[config.mk]
export PLATFORM = sky130hd
export DESIGN_NAME = chg_mode_ctrl
export DESIGN_NICKNAME = d
export VERILOG_FILES = /design/src/rtl/chg_pkg.sv /design/src/rtl/chg_rst_sync.sv /design/src/rtl/chg_debounce.sv /design/src/rtl/chg_mode_fsm.sv /design/src/rtl/chg_isel_map.sv /design/src/rtl/chg_mode_ctrl.sv
export SDC_FILE = /design/constraint.sdc
export NUM_CORES = 1
export LEC_CHECK = 0
export BUFFER_PORTS_ARGS = -buffer_cell sky130_fd_sc_hd__buf_4
export CAP_MARGIN = 0
export CELL_PAD_IN_SITES_DETAIL_PLACEMENT = 0
export CELL_PAD_IN_SITES_GLOBAL_PLACEMENT = 2
export CORE_MARGIN = 2
export CORE_UTILIZATION = 40
export DETAILED_ROUTE_END_ITERATION = 8
export PLACE_DENSITY_LB_ADDON = 0.25
export SLEW_MARGIN = 40
export SYNTH_ARGS = -nofsm -noshare
export SYNTH_HDL_FRONTEND = slang
export SYNTH_SLANG_ARGS = --single-unit
[constraint.sdc]
create_clock -name clk -period 1.49 [get_ports clk]
set_input_delay 0.0745 -clock clk [delete_from_list [all_inputs] [get_ports clk]]
set_output_delay 0.0745 -clock clk [all_outputs]
set_load 0.005 [all_outputs]
[src/rtl/chg_pkg.sv]
package chg_pkg;

  typedef enum logic [2:0] {
    M_OFF     = 3'd0,
    M_TRICKLE = 3'd1,
    M_FAST    = 3'd2,
    M_STANDBY = 3'd3,
    M_ERROR   = 3'd4
  } chg_mode_e;

  typedef enum logic [1:0] {
    I_OFF     = 2'd0,
    I_TRICKLE = 2'd1,
    I_FULL    = 2'd2,
    I_REDUCED = 2'd3
  } chg_isel_e;

  // comparator flag positions inside the debounced flag vector
  localparam int NFLAG    = 6;
  localparam int FL_FAST  = 0;
  localparam int FL_FLOAT = 1;
  localparam int FL_TERM  = 2;
  localparam int FL_HERR  = 3;
  localparam int FL_HLOW  = 4;
  localparam int FL_REARM = 5;

endpackage

[src/rtl/chg_rst_sync.sv]
module chg_rst_sync (
  input  logic clk,
  input  logic rst_n,
  output logic rst_sync_n
);
  logic [1:0] stage;

  always_ff @(posedge clk or negedge rst_n) begin
    if (!rst_n) stage <= 2'b00;
    else        stage <= {stage[0], 1'b1};
  end

  assign rst_sync_n = stage[1];
endmodule

[src/rtl/chg_debounce.sv]
module chg_debounce #(
  parameter int DEB_CYCLES = 16
) (
  input  logic clk,
  input  logic rst_n,
  input  logic raw,
  output logic clean
);
  localparam int CW = (DEB_CYCLES < 2) ? 1 : $clog2(DEB_CYCLES);
  localparam logic [CW-1:0] LAST = CW'(DEB_CYCLES - 1);

  logic          samp_q;
  logic          clean_q, clean_d;
  logic [CW-1:0] cnt_q, cnt_d;
  logic          cnt_en;

  // counter advances only while the sample disagrees with the filtered value
  always_comb begin
    clean_d = clean_q;
    cnt_d   = cnt_q;
    cnt_en  = 1'b1;
    if (samp_q == clean_q) begin
      cnt_d = '0;
    end else if (cnt_q == LAST) begin
      clean_d = samp_q;
      cnt_d   = '0;
    end else begin
      cnt_d = cnt_q + 1'b1;
    end
  end

  always_ff @(posedge clk or negedge rst_n) begin
    if (!rst_n) begin
      samp_q  <= 1'b0;
      clean_q <= 1'b0;
      cnt_q   <= '0;
    end else begin
      samp_q <= raw;
      if (cnt_en) begin
        clean_q <= clean_d;
        cnt_q   <= cnt_d;
      end
    end
  end

  assign clean = clean_q;
endmodule

[src/rtl/chg_mode_fsm.sv]
module chg_mode_fsm
  import chg_pkg::*;
(
  input  logic             clk,
  input  logic             rst_n,
  input  logic             enable,
  input  logic [NFLAG-1:0] flg,
  output chg_mode_e        state
);
  chg_mode_e st_q, st_d;
  logic      fast, flt, term, herr, rearm;

  assign fast  = flg[FL_FAST];
  assign flt   = flg[FL_FLOAT];
  assign term  = flg[FL_TERM];
  assign herr  = flg[FL_HERR];
  assign rearm = flg[FL_REARM];

  always_comb begin
    st_d = st_q;
    if (!enable) begin
      st_d = M_OFF;
    end else if (herr) begin
      st_d = M_ERROR;
    end else begin
      unique case (st_q)
        M_OFF, M_ERROR: st_d = fast ? M_FAST : M_TRICKLE;
        M_TRICKLE:      if (fast) st_d = M_FAST;
        M_FAST: begin
          if (!fast)            st_d = M_TRICKLE;
          else if (flt && term) st_d = M_STANDBY;
        end
        M_STANDBY:      if (rearm) st_d = fast ? M_FAST : M_TRICKLE;
        default:        st_d = M_OFF;
      endcase
    end
  end

  always_ff @(posedge clk or negedge rst_n) begin
    if (!rst_n) st_q <= M_OFF;
    else        st_q <= st_d;
  end

  assign state = st_q;
endmodule

[src/rtl/chg_isel_map.sv]
module chg_isel_map
  import chg_pkg::*;
(
  input  chg_mode_e state,
  input  logic      hlow,
  output chg_isel_e isel,
  output logic      active
);
  always_comb begin
    unique case (state)
      M_TRICKLE: isel = I_TRICKLE;
      M_FAST:    isel = hlow ? I_REDUCED : I_FULL;
      default:   isel = I_OFF;
    endcase
    active = (state == M_TRICKLE) || (state == M_FAST);
  end
endmodule

[src/rtl/chg_mode_ctrl.sv]
module chg_mode_ctrl
  import chg_pkg::*;
#(
  parameter int DEB_CYCLES = 16
) (
  input  logic       clk,
  input  logic       rst_n,
  input  logic       enable,
  input  logic       vbat_ge_fast,
  input  logic       vbat_ge_float,
  input  logic       vbat_le_rearm,
  input  logic       ichg_le_term,
  input  logic       headroom_err,
  input  logic       headroom_low,
  output logic [2:0] mode,
  output logic [1:0] isel,
  output logic       charging
);
  logic             rst_i_n;
  logic [NFLAG-1:0] flg_raw;
  logic [NFLAG-1:0] flg_db;
  chg_mode_e        state;
  chg_isel_e        isel_e;

  chg_rst_sync u_rst (
    .clk        (clk),
    .rst_n      (rst_n),
    .rst_sync_n (rst_i_n)
  );

  always_comb begin
    flg_raw           = '0;
    flg_raw[FL_FAST]  = vbat_ge_fast;
    flg_raw[FL_FLOAT] = vbat_ge_float;
    flg_raw[FL_TERM]  = ichg_le_term;
    flg_raw[FL_HERR]  = headroom_err;
    flg_raw[FL_HLOW]  = headroom_low;
    flg_raw[FL_REARM] = vbat_le_rearm;
  end

  for (genvar g = 0; g < NFLAG; g++) begin : g_deb
    chg_debounce #(.DEB_CYCLES(DEB_CYCLES)) u_deb (
      .clk   (clk),
      .rst_n (rst_i_n),
      .raw   (flg_raw[g]),
      .clean (flg_db[g])
    );
  end

  chg_mode_fsm u_fsm (
    .clk    (clk),
    .rst_n  (rst_i_n),
    .enable (enable),
    .flg    (flg_db),
    .state  (state)
  );

  chg_isel_map u_map (
    .state  (state),
    .hlow   (flg_db[FL_HLOW]),
    .isel   (isel_e),
    .active (charging)
  );

  assign mode = state;
  assign isel = isel_e;
endmodule

## Word-level counts from Yosys, hierarchy flattened

Cells that the tools add are included.

| storage, ports and cells | value |
|---|---|
| register bits | 41 |
| input bits | 9 |
| logic and storage cells | 84 |
| output and inout bits | 6 |

| operators by class | value |
|---|---|
| reduce and logical (&&, ||, !) cells | 11 |
| multiplexer cells | 22 |
| eq/ne operators | 19 |
| bitwise gates (word level) | 6 |
| add/subtract/negate cells | 6 |

Operators by type and width:

| kind | count |
|---|---|
| 2-to-1 mux 4 bit | 12 |
| adder 4 x 1 -> 4 bit, second input constant | 6 |
| equality test 4 bit, second input constant | 6 |
| 2-to-1 mux 3 bit | 6 |
| case mux 3 bit (4 select lines) | 1 |
| AND reduction 2 bit | 6 |
| inequality test 4 bit, second input constant | 2 |
| equality test 1 bit | 6 |
| equality test 3 x 2 -> 1 bit, second input constant | 2 |
| NOT 1 bit | 6 |
| inequality test 5 x 4 -> 1 bit, second input constant | 1 |
| case mux 2 bit (2 select lines) | 1 |
| equality test 3 x 1 -> 1 bit, second input constant | 1 |
| equality test 3 bit, second input constant | 1 |
| zero test 3 bit | 1 |
| AND reduction 3 bit | 1 |
| 2-to-1 mux 2 bit | 1 |
| OR reduction 2 bit | 1 |
| logical AND 1 bit | 1 |
| logical OR 1 bit | 1 |
| 2-to-1 mux 1 bit | 1 |

## Depth between registers and ports, before layout

Gate-level depths: netlist of run 1.

| depth | value |
|---|---|
| depth after elaboration | 6 |
| mapped depth | 4 |
| depth with buffers taken out | 4 |

## Hierarchy

Synthesis of run 1 repeated with hierarchy kept, for this count alone.

| unflattened totals | value |
|---|---|
| cell total of the unflattened synthesis | 137 |
| area, all modules | 1,781.7 um^2 |

Modules (own cells, without submodules):

| module | times used | cells an instance | seq. area each (um^2) | area each (um^2) |
|---|---|---|---|---|
| chg_debounce | 6 | 19 | 150.1 | 255.2 |
| chg_mode_fsm | 1 | 14 | 75.1 | 162.7 |
| chg_rst_sync | 1 | 3 | 50.0 | 53.8 |
| chg_isel_map | 1 | 6 | 0.0 | 33.8 |

## Worst setup path before layout of run 1

No wires, ideal clock.

| path | value |
|---|---|
| path kind | reg-to-reg |
| start point | reg g_deb[5].u_deb.cnt_q[0] |
| end point | reg g_deb[5].u_deb.clean_q |
| buffers on the path | 0 |
| slack | 0.318 ns |
| arrival time | 1.044 ns |
| clock period less this slack | 1.172 ns |
| cell stages (with the launch flop) | 4 |
| cell sequence | dfrtp_1 ha_1 nand3_1 mux2_1 |

| between the ends | value |
|---|---|
| word-level cells in the longest chain between the ends | 2 |

RTL lines:

| item | RTL line | source |
|---|---|---|
| start: declaration | chg_debounce.sv:14 | `logic [CW-1:0] cnt_q, cnt_d;` |
| start signal: assignment | chg_debounce.sv:41 | `cnt_q <= cnt_d;` |
| equality test 4 bit | chg_debounce.sv:24 | `end else if (cnt_q == LAST) begin` |
| AND reduction 2 bit (no source line) | -- |  |
| end signal: assignment | chg_debounce.sv:40 | `clean_q <= clean_d;` |
| end: declaration | chg_debounce.sv:13 | `logic clean_q, clean_d;` |

No other way between the ends.
A chain may end at the register's enable or synchronous reset.

## Worst setup path after layout of run 1

| path | value |
|---|---|
| start point | reg u_fsm.st_q[0], in the netlist u_fsm.state[0] |
| end point | out isel[0] |

| between the ends | value |
|---|---|
| word-level cells in the longest chain between the ends | 2 |
| elaborated cells between the ends (all ways) | 3 |
| those cells by class | eq/ne: 2; mux: 1 |

RTL lines:

| item | RTL line | source |
|---|---|---|
| start: declaration | chg_mode_fsm.sv:10 | `chg_mode_e st_q, st_d;` |
| start signal: assignment | chg_mode_fsm.sv:41 | `else st_q <= st_d;` |
| equality test 3 x 2 -> 1 bit / equality test 3 x 1 -> 1 bit (equally long branches) | chg_isel_map.sv:10 | `unique case (state)` |
| case mux 2 bit (2 select lines) (*) | chg_isel_map.sv:10 |  |
| end: declaration | chg_mode_ctrl.sv:16 | `output logic [1:0] isel,` |

Every way passes the cells marked *; elsewhere a longest branch is shown, timed or not.

==> results of run 1 <==
cell type report:
cell class | instances | area (um2)
multi-input combinational | 89 | 663
inverter | 6 | 22.5
fill | 357 | 1980
clock buffer | 7 | 96.3
timing repair buffer | 23 | 203
clock inverter | 1 | 5.00
tap | 50 | 62.6
sequential | 41 | 1030
power by group through the flow:
stage	Sequential (mW)	Combinational, mW	Clock, mW
floorplan	1.33	0.185	0
finish	1.33	0.281	0.767
CTS	1.33	0.287	0.803
global route	1.34	0.334	0.853
global placement	1.34	0.267	0
detailed placement	1.35	0.268	0
cells in the mapped netlist (all sizes together):
| master | n |
|---|---|
| a22o | 1 |
| inv | 6 |
| nor2 | 6 |
| nand2 | 1 |
| o21ai | 7 |
| nand3b | 1 |
| nor3b | 8 |
| nor2b | 6 |
| nand2b | 2 |
| a311oi | 1 |
| and2 | 1 |
| nand4b | 6 |
| dfrtp | 41 |
| and4bb | 2 |
| mux2 | 6 |
| conb | 1 |
| ha | 6 |
| nand3 | 6 |
| mux2i | 1 |
| xnor2 | 12 |
| a21oi | 15 |
sequential cells by signal, summed over array words and instances, names as in the netlist:
| signal | count |
|---|---|
| g_deb.u_deb.clean | 6 |
| u_fsm.state | 3 |
| u_rst.stage | 2 |
| g_deb.u_deb.cnt_q | 24 |
| g_deb.u_deb.samp_q | 6 |
cells by family after synthesis:
group	Yosys count
other	1
AOI/OAI and AO/OA	24
adders and majority gates	6
xor gates and xnor gates	12
muxes	7
buffers and inverters	6
DFF	41
and+or+nand+nor	39
placed cells by master (no fill, tap or decap):
cell type | netlist | layout
sky130_fd_sc_hd__dfrtp_1 | 41 | 41
sky130_fd_sc_hd__a21oi_1 | 15 | 15
sky130_fd_sc_hd__buf_4 | 0 | 15
sky130_fd_sc_hd__xnor2_1 | 12 | 12
sky130_fd_sc_hd__o21ai_0 | 7 | 7
sky130_fd_sc_hd__clkbuf_8 | 0 | 7
sky130_fd_sc_hd__dlygate4sd3_1 | 0 | 7
sky130_fd_sc_hd__nor2_1 | 6 | 6
sky130_fd_sc_hd__nor2b_1 | 6 | 6
sky130_fd_sc_hd__nand3_1 | 6 | 6
sky130_fd_sc_hd__nor3b_1 | 6 | 6
sky130_fd_sc_hd__nand4b_1 | 6 | 6
sky130_fd_sc_hd__inv_1 | 6 | 6
sky130_fd_sc_hd__ha_1 | 6 | 6
sky130_fd_sc_hd__mux2_1 | 3 | 3
sky130_fd_sc_hd__mux2_2 | 3 | 3
sky130_fd_sc_hd__nor3b_2 | 2 | 2
sky130_fd_sc_hd__nand2b_1 | 2 | 2
sky130_fd_sc_hd__and4bb_1 | 2 | 2
sky130_fd_sc_hd__a311oi_2 | 1 | 1
sky130_fd_sc_hd__nand3b_1 | 1 | 1
sky130_fd_sc_hd__and2_1 | 1 | 1
sky130_fd_sc_hd__nand2_1 | 1 | 1
sky130_fd_sc_hd__mux2i_1 | 1 | 1
sky130_fd_sc_hd__a22o_1 | 1 | 1
sky130_fd_sc_hd__clkinv_2 | 0 | 1
sky130_fd_sc_hd__buf_12 | 0 | 1
sky130_fd_sc_hd__conb_1 | 1 | 1
per-layer routing:
| metal | vias up | routed length (um) | global-route usage |
|---|---|---|---|
| met3 | 4 | 120 | 0.0392 |
| met2 | 15 | 1290 | 0.202 |
| met5 | - | 0 | 0 |
| met1 | 544 | 1240 | 0.158 |
| li1 | 537 | - | - |
| met4 | 0 | 29 | 0.0654 |
worst max-delay path by stage:
stage                      endpoint  slack [ps]
2_1_floorplan  g_deb[0].u_deb.clean         260
4_1_cts                    charging         200
6_report                    isel[0]         210
5_1_grt                     isel[0]         110
3_3_place_gp   g_deb[4].u_deb.clean         290
3_5_place_dp   g_deb[5].u_deb.clean         270
metrics by stage:
step / cell area, um2 / hold slack (ps) / std cells
2_1_floorplan: 1710 / -221 / 136
3_3_place_gp: 1910 / -143 / 202
3_5_place_dp: 1910 / -141 / 202
4_1_cts: 2080 / 24.3 / 217
5_1_grt: 2080 / 52.7 / 217
6_report: 2080 / 38.6 / 217
==> summary.md, run 1 <==
- complete, no violations — outcome
- 1710 um2 — cell area after technology mapping
- 5 — total CTS buffers
- 3 — WP depth
- 1.79 mW — internal power consumption
- 2.37 mW — post-route total power
- 1 — number of buffers and inverters on the critical path
- 271 ps — worst setup timing slack at the placement stage
- 0 — number of diodes added for antenna fixing
- 0.422 — Initial Utilization
- 41 — #FFs+latches synth
- 0.895 nW — Pleak
- 4920 um — first-pass GRT wire length
- 181 — nets
- 12.3 um — drt wl/cell
- 0.323 — power share of the clock group
- done — TritonCTS clock tree
- 0.857 — Final Cycle Share
- 2680 um — Routed Wire Length
- enable — launch instance of the worst min-delay path
- 4820 um2 — die area
- 0 — YS warnings
- 22 — maximum number of pins on one net before global-route repair
- output port — CP Capture Type
- 0.512 — post-layout utilization of the core
- 70 ps — clock-pin transition on the worst setup and hold timing paths
- sky130_fd_sc_hd__dfrtp_1 (60%), sky130_fd_sc_hd__xnor2_1 (6.1%), sky130_fd_sc_hd__a21oi_1 (4.4%), sky130_fd_sc_hd__ha_1 (4.4%), sky130_fd_sc_hd__nand4b_1 (3.1%) — top area cells in the synthesized netlist
- 2 — Clock Tree Buf Depth
- 5.07 — mean number of vias per cell
- g_deb[5].u_deb.clean — end of the worst register-to-register path
- 69.4 um — vertical extent of the die
- 14 — Port-buffer cells
- flop — CP Launch Type
- 0.599 — fraction of synthesized cell area taken by the top area cell type
- 0.0614 — fraction of synthesized cell area in xor and xnor cells
- 23 — count of cell types in the netlist
- u_fsm.state[2] — worst hold endpoint
- u_fsm.state[0] — origin of the worst setup path
- 260 ps — slack of the worst reg-to-reg path
- 0.0439 — arithmetic-cell share of the synthesized area counting full adders, half adders and majority gates
- 0 — total grt overflow
- false — RSZ-0062 raised after global routing
- 1100 — via total after detailed routing
- 2000 um — half-perimeter wire length of the detailed placement result
- 15 — total I/O pin count
- 0.731 — placer congestion estimate
- 8 — crit path max fanout
- 21.4% — area grow syn2layout
- input port to flop — Hold WC Path Type
- 0 — final number of hold-violating endpoints
- 1420 ps — worst path required time
- 151 — syn_nets
- 1200 ps — Critical Path AT
- 6 — number of iterations in the first detailed-routing pass
- 0.559 — fraction of power consumed by sequential logic
- 59 — number of DRC violations after detailed-routing iteration 0
- 0 ps — setup TNS after final layout
- flop to output port — Critical Setup Path Class
- 0 — antenna violations before repair
- 0.599 — sequential area share after synthesis
- 7 — count of hold buffers inserted by post-cts repair
- 0.156 — area fraction in and, or, nand and nor cells after synthesis
- g_deb[5].u_deb.cnt_q[0] — critical register-to-register path startpoint
- 0.180 — layout cell share with drive strength beyond 1
- 1280 ps — final worst path period need
- 0 — number of setup violations in the final report
- 2.49 ps — worst clock skew
- 0 — Setup Fix Bufs, Post-CTS
- 1140 nW/um2 — total power density per cell area
- 2 — Clock H-tree levels
- 0 — Final ANT Viol Nets
- flip-flops — family of cells with the greatest summed delay on the critical path
- 0.118 — combinational fraction of design power
- sky130_fd_sc_hd__clkbuf_8 — CTS Root Cell
- simple AND/OR/NAND/NOR gates — largest family of logic cells by synthesized area
- sky130_fd_sc_hd__dfrtp_1 — critical-path cell with the highest stage delay
- 0.0782 — Compound-Gate Fraction of Synth Area
- 0 — DRC violation count after routing
- 136 — number of instances in the synthesized netlist
- 69.4 um — die extent in x
- 0 — number of pins exceeding their max-slew limit in the final report
- 0.584 mV — VDD IR max
- 0.0453 — fraction of synthesized area in multiplexers
- 2 — worst hold path cell count
- 280 ps — later-pin clock latency in the skew report
- 0.244 — proportion of total power due to net switching
- 1167 — number of global-route vias before repair
- 0.128 — global-route usage over all layers
- 41 — CTS sink cnt
- 23 — placement row count
- 0 — number of violations of the max-capacitance limit
- 0 — Resized Gates After CTS
- 4060 um2 — core outline area
- 460 ps — delay of the slowest critical-path stage
- 212 ps — fin worst setup slack
- 580 uW — net load switching power
- 12.6 um2 — syn_area_per_cell
- 3 — Register-to-Register Path Depth
- nand3b_1, a21oi_1, buf_4 — cell-by-cell trace of the critical path
- sky130_fd_sc_hd__dfrtp_1 — cell accounting for the most synthesized area
- 783 MHz — timing-limited maximum frequency
Note: power is estimated with default switching activity, not from simulation.
==> run 2, diff against run 1 <==
- CORE_MARGIN: 2 -> 8
- clock period: 1.49 -> 1.2 ns (I/O delays scaled with it)
==> run 2 against run 1 <==
Sequential power is 23% higher. Critical endpoint unchanged. Sequential share of layout area is 2.7 points lower. Cell area is 6.2% higher. Largest power group unchanged. Highest routed layer unchanged.
==> summary.md, run 2 (synthesized netlist as in run 1, its figures left out) <==
- 4.99 — mean number of vias per cell
- 12.3 um — drt wl/cell
- 2210 um2 — final design area excluding fillers
- 0 — final number of hold-violating endpoints
- true — RSZ-0062 raised after global routing
- 1960 um2 — cell area after placement
- sky130_fd_sc_hd__dfrtp_1 (37), sky130_fd_sc_hd__buf_4 (29), sky130_fd_sc_hd__a21oi_1 (14) — leading cell types in the layout, fill and taps excluded
- 0.0978 — global-route usage over all layers
- 2 — Clock Tree Buf Depth
- 6 — crit path max fanout
- 3 — Register-to-Register Path Depth
- 0.950 nW — Pleak
- 0 — number of setup violations in the final report
- 27 — maximum number of pins on one net before global-route repair
- 1153 — via total after detailed routing
- 5 — total CTS buffers
- 1140 ps — Critical Path AT
- 0.422 — Initial Utilization
- flop to output port — Critical Setup Path Class
- 14 — Port-buffer cells
- 4060 um2 — core outline area
- 41 — CTS sink cnt
- 1190 — number of global-route vias before repair
- 24 — Largest register FFs
- 2 — Clock H-tree levels
- 81.4 um — vertical extent of the die
- 0.865 mV — VDD IR max
- done — TritonCTS clock tree
- 1390 nW/um2 — total power density per cell area
- 1200 ps — final worst path period need
- 0 — number of diodes added for antenna fixing
- output port — CP Capture Type
- 28.9% — area grow syn2layout
- g_deb.u_deb.cnt_q — register ranked first by flip-flop count
- 0 ps — setup TNS after final layout
- 0.304 — layout cell share with drive strength beyond 1
- 23 — placement row count
- 682 um2 — area taken by multi-input logic gates
- 50 ps — slack of the worst reg-to-reg path
- 0 — number of pins exceeding their max-slew limit in the final report
- input port to flop — Hold WC Path Type
- 1030 um2 — area taken by flip-flops and latches
- sky130_fd_sc_hd__clkbuf_8 — CTS Root Cell
- 371 — number of fillers in the final layout
- complete, no violations — outcome
- 15 — total I/O pin count
- 4.08 ps — worst clock skew
- u_fsm.state[0] — origin of the worst setup path
- 6630 um2 — die area
- 1140 ps — worst path required time
- g_deb[1].u_deb.cnt_q[0] — critical register-to-register path startpoint
- flop — CP Launch Type
- 0.999 — Final Cycle Share
- 0 — number of violations of the max-capacitance limit
- 0 — antenna violations before repair
- 835 MHz — timing-limited maximum frequency
- 4 — number of iterations in the first detailed-routing pass
- 0.793 — placer congestion estimate
- 53 — number of DRC violations after detailed-routing iteration 0
- 0 — Final ANT Viol Nets
- isel[0] — Critical path destination
- 290 ps — later-pin clock latency in the skew report
- 0 — total grt overflow
- 81.4 um — die extent in x
- 2840 um — Routed Wire Length
- g_deb[1].u_deb.clean — end of the worst register-to-register path
- 70 ps — clock-pin transition on the worst setup and hold timing paths
- sky130_fd_sc_hd__dfrtp_1 — most common cell after layout, fill and taps aside
- 195 — nets
- 5030 um — first-pass GRT wire length
- 0 — DRC violation count after routing
- 2040 um — half-perimeter wire length of the detailed placement result
-- run 2: timing repair --
item / in CTS / in global routing
setup endpoints to repair: 3 / 11
resized for setup: 2 / 10
hold buffers: 7 / 0
gates cloned: 0 / 0
hold endpoints to repair: 8 / 0
pin swaps: 1 / 2
setup buffers: 4 / 3
-- run 2: worst min path at each step --
stage / endpoint / slack, ps / from / cells past startpoint
CTS: u_fsm.state[2] / 3 / enable / 2
global placement: u_rst.stage[0] / -160 / rst_n / 1
detailed placement: u_rst.stage[0] / -160 / rst_n / 1
floorplan: u_rst.stage[0] / -240 / rst_n / 0
finish: u_fsm.state[2] / 10 / enable / 2
global route: u_fsm.state[2] / 30 / enable / 2
-- run 2: routing by layer --
metal / vias up / global-route usage / wire length, um
met5: - / 0 / 0
met4: 0 / 0.0429 / 46
met3: 5 / 0.0469 / 175
met2: 16 / 0.142 / 1280
met1: 566 / 0.121 / 1340
li1: 566 / - / -
-- run 2: power by group --
group / total, mW / switching (mW) / internal (mW)
Clock: 0.962 / 0.442 / 0.519
Sequential: 1.63 / 0.121 / 1.51
Combinational: 0.465 / 0.187 / 0.279
-- run 2: critical path: stages (launching register included) --
cell	delay, ps
sky130_fd_sc_hd__dfrtp_2	440
sky130_fd_sc_hd__nand3b_1	160
sky130_fd_sc_hd__a21oi_1	130
sky130_fd_sc_hd__buf_4	130
-- run 2: layout make-up --
type                            count  share of cell area
Clock buffer                        7              0.0437
Sequential cell                    41               0.467
Tap cell                           50              0.0283
Inverter                            6              0.0102
Multi-Input combinational cell     89               0.309
Timing Repair Buffer               37               0.139
Clock inverter                      1             0.00227
-- run 2: metrics by stage --
stage / setup WS [ps] / utilization / power [mW] / cells / hold slack (ps)
after CTS: -10.5 / 0.533 / 3.06 / 228 / 3.27
after detailed placement: -0.431 / 0.483 / 2.05 / 209 / -156
after global placement: 46.1 / 0.483 / 2.03 / 209 / -156
final: 1.76 / 0.544 / 3.06 / 231 / 11.1
after floorplan: 28.5 / - / 1.88 / 136 / -236
after global routing: -75.1 / 0.544 / 3.25 / 231 / 27.2
==> run 3, diff against run 2 <==
- ABC_AREA: default -> 1
- CORE_UTILIZATION: 40 -> 37
==> run 3 against run 2 <==
The flow now finishes with violations (setup timing). Critical path depth increased by 2. Register-to-register slack about the same. Global-route usage decreased by 0.90 points. Critical path type unchanged. Largest power group unchanged.
==> summary.md, run 3 <==
- 1940 um2 — cell area after placement
- sky130_fd_sc_hd__dfrtp_1 — Top FF cell, synth
- 280 ps — later-pin clock latency in the skew report
- 0.375 — Initial Utilization
- sky130_fd_sc_hd__dfrtp_1 (39), sky130_fd_sc_hd__nor2_1 (28), sky130_fd_sc_hd__inv_1 (25) — leading cell types in the layout, fill and taps excluded
- 3.91 ps — worst setup timing slack at the placement stage
- 0.0888 — global-route usage over all layers
- 1740 um2 — cell area after technology mapping
- 24 — Largest register FFs
- 0.591 — sequential area share after synthesis
- flop — CP Launch Type
- 2230 um — half-perimeter wire length of the detailed placement result
- 84.5 um — die extent in x
- g_deb.u_deb.cnt_q — register ranked first by flip-flop count
- 0.227 — layout cell share with drive strength beyond 1
- 26.0% — area grow syn2layout
- 2 — Clock H-tree levels
- 40 ps — slack of the worst reg-to-reg path
- sky130_fd_sc_hd__dfrtp_1 — cell accounting for the most synthesized area
- 2 — Clock Tree Buf Depth
- 2190 um2 — final design area excluding fillers
- 0.811 mV — VDD IR max
- 178 — number of instances in the synthesized netlist
- g_deb[1].u_deb.clean — end of the worst register-to-register path
- 0 — YS warnings
- 15 — total I/O pin count
- 0 — Final ANT Viol Nets
- 0 — number of enable flip-flop cells after synthesis
- 0 — number of pins exceeding their max-slew limit in the final report
- 41 — #FFs+latches synth
- sky130_fd_sc_hd__dfrtp_1 — most common cell after layout, fill and taps aside
- 1.01 — Final Cycle Share
- 2.12 mW — internal power consumption
- 193 — syn_nets
- 249 — DP Cell Count
- sky130_fd_sc_hd__dfrtp_1 (41), sky130_fd_sc_hd__nand2_1 (30), sky130_fd_sc_hd__nor2_1 (30), sky130_fd_sc_hd__inv_1 (26), sky130_fd_sc_hd__nand3_1 (14) — most frequent cells after synthesis
- 26 — maximum number of pins on one net before global-route repair
- 9.75 um2 — syn_area_per_cell
- 1150 ps — Critical Path AT
- setup timing — violations in the final reports
- 15 — count of cell types in the netlist
- g_deb[1].u_deb.cnt_q[0] — critical register-to-register path startpoint
- 1.00 — Post-synth ARST share
- sky130_fd_sc_hd__dfrtp_1 (59%), sky130_fd_sc_hd__nand2_1 (6.5%), sky130_fd_sc_hd__nor2_1 (6.5%), sky130_fd_sc_hd__inv_1 (5.6%), sky130_fd_sc_hd__xnor2_1 (5.6%) — top area cells in the synthesized netlist
- output port — CP Capture Type
- 0.726 — placer congestion estimate
- 2990 um — Routed Wire Length
- 0 — total grt overflow
- 270 — number of non-filler instances in the completed layout
- -14.6 ps — fin worst setup slack
- 7140 um2 — die area
- 1.12 nW — Pleak
- 11.1 um — drt wl/cell
- flop to output port — Critical Setup Path Class
- 0.260 — proportion of total power due to net switching
- 0 — antenna violations before repair
- complete, but fails checks — outcome
- true — RSZ-0062 raised after global routing
- 0 — number of diodes added for antenna fixing
- 4630 um2 — core outline area
- 1310 nW/um2 — total power density per cell area
- 0.591 — fraction of synthesized cell area taken by the top area cell type
- 33 — number of DRC violations after detailed-routing iteration 0
- 4 — number of iterations in the first detailed-routing pass
- 1205 — via total after detailed routing
- 0.294 — power share of the clock group
- 4.46 — mean number of vias per cell
- 14 — Port-buffer cells
- 1140 ps — worst path required time
- 25 — placement row count
- 0.567 — fraction of power consumed by sequential logic
- 0 — number of violations of the max-capacitance limit
- 0 — final number of hold-violating endpoints
- 41 — CTS sink cnt
- 5 — total CTS buffers
- 3.48 ps — worst clock skew
- input port to asynchronous set/reset pin — Hold WC Path Type
- 0.472 — post-layout utilization of the core
- sky130_fd_sc_hd__clkbuf_8 — CTS Root Cell
- 5070 um — first-pass GRT wire length
- 84.5 um — vertical extent of the die
- 1188 — number of global-route vias before repair
- 3 — crit path max fanout
- 0.139 — combinational fraction of design power
- 3 — Register-to-Register Path Depth
- sky130_fd_sc_hd__dfrtp_1 — count leader, synth
- 230 — nets
- 742 uW — net load switching power
- 0 — DRC violation count after routing
- 1210 ps — final worst path period need
- 2 — number of setup violations in the final report
- done — TritonCTS clock tree
- 70 ps — clock-pin transition on the worst setup and hold timing paths
- 823 MHz — timing-limited maximum frequency
==> run 3: power by group through the flow <==
stage               Combinational, mW  Sequential [mW]  Clock [mW]
finish                          0.397             1.62       0.841
global route                    0.463             1.64       0.954
CTS                             0.392             1.62       0.879
detailed placement              0.353             1.64           0
global placement                0.336             1.64           0
floorplan                       0.234             1.63           0
==> run 3: area by class of cell <==
cell class | instances | area [um2]
timing repair buffer | 30 | 258
inverter | 26 | 97.6
clock buffer | 6 | 72.6
multi-input combinational | 111 | 652
tap | 54 | 67.6
fill | 445 | 2440
sequential | 41 | 1030
clock inverter | 2 | 10.0
==> run 3: repair_timing <==
action                     in CTS  in global routing
hold endpoints to repair        9                  0
hold buffers                    8                  0
buffers inserted                4                  1
pin swaps                       1                  3
resized for setup               5                 10
setup endpoints to repair       4                  7
==> run 3: worst max path at each step <==
stage / start / cells after the start / end
after global placement: g_deb[1].u_deb.cnt_q[0] / 3 / g_deb[1].u_deb.clean
after CTS: u_fsm.state[0] / 5 / isel[0]
after floorplan: g_deb[1].u_deb.cnt_q[0] / 3 / g_deb[1].u_deb.clean
after global routing: u_fsm.state[0] / 5 / isel[0]
final: u_fsm.state[1] / 5 / charging
after detailed placement: g_deb[2].u_deb.cnt_q[0] / 3 / g_deb[2].u_deb.clean
==> run 3: kinds of logic (layout without fill, tap and decap cells) <==
family | Yosys count | count (layout) | share of synthesized area
DFF | 41 | 41 | 0.591
buffers and inverters | 26 | 64 | 0.0562
muxes | 3 | 3 | 0.0195
adders and majority gates | 6 | 6 | 0.0433
other | 1 | 1 | 0.00216
xor gates and xnor gates | 17 | 17 | 0.0858
and+or+nand+nor | 79 | 79 | 0.187
AOI/OAI and AO/OA | 5 | 5 | 0.0144
==> run 3: worst max-delay path: stages, from the launching register on <==
cell	delay [ps]
sky130_fd_sc_hd__dfrtp_1	420
sky130_fd_sc_hd__nand2_2	130
sky130_fd_sc_hd__inv_1	70
sky130_fd_sc_hd__nand2_2	70
sky130_fd_sc_hd__nand2_1	50
sky130_fd_sc_hd__buf_4	130
==> run 3: per-layer routing <==
metal  vias to the layer above  part of all wire  wire (um)  GRT usage
met5                         -                 0          0          0
met4                         0            0.0094         28     0.0388
met3                         4             0.044        132     0.0371
met2                        16              0.49       1480      0.145
met1                       566              0.45       1350     0.0992
li1                        619                 -          -          -
==> run 3: metrics by stage <==
step	setup TNS (ps)	hold WS, ps	power [mW]
floorplan	0	-236	1.86
global placement	0	-156	1.97
detailed placement	0	-157	2.00
global route	-296	70.8	3.06
CTS	-54.0	81.5	2.89
finish	-19.6	87.0	2.86
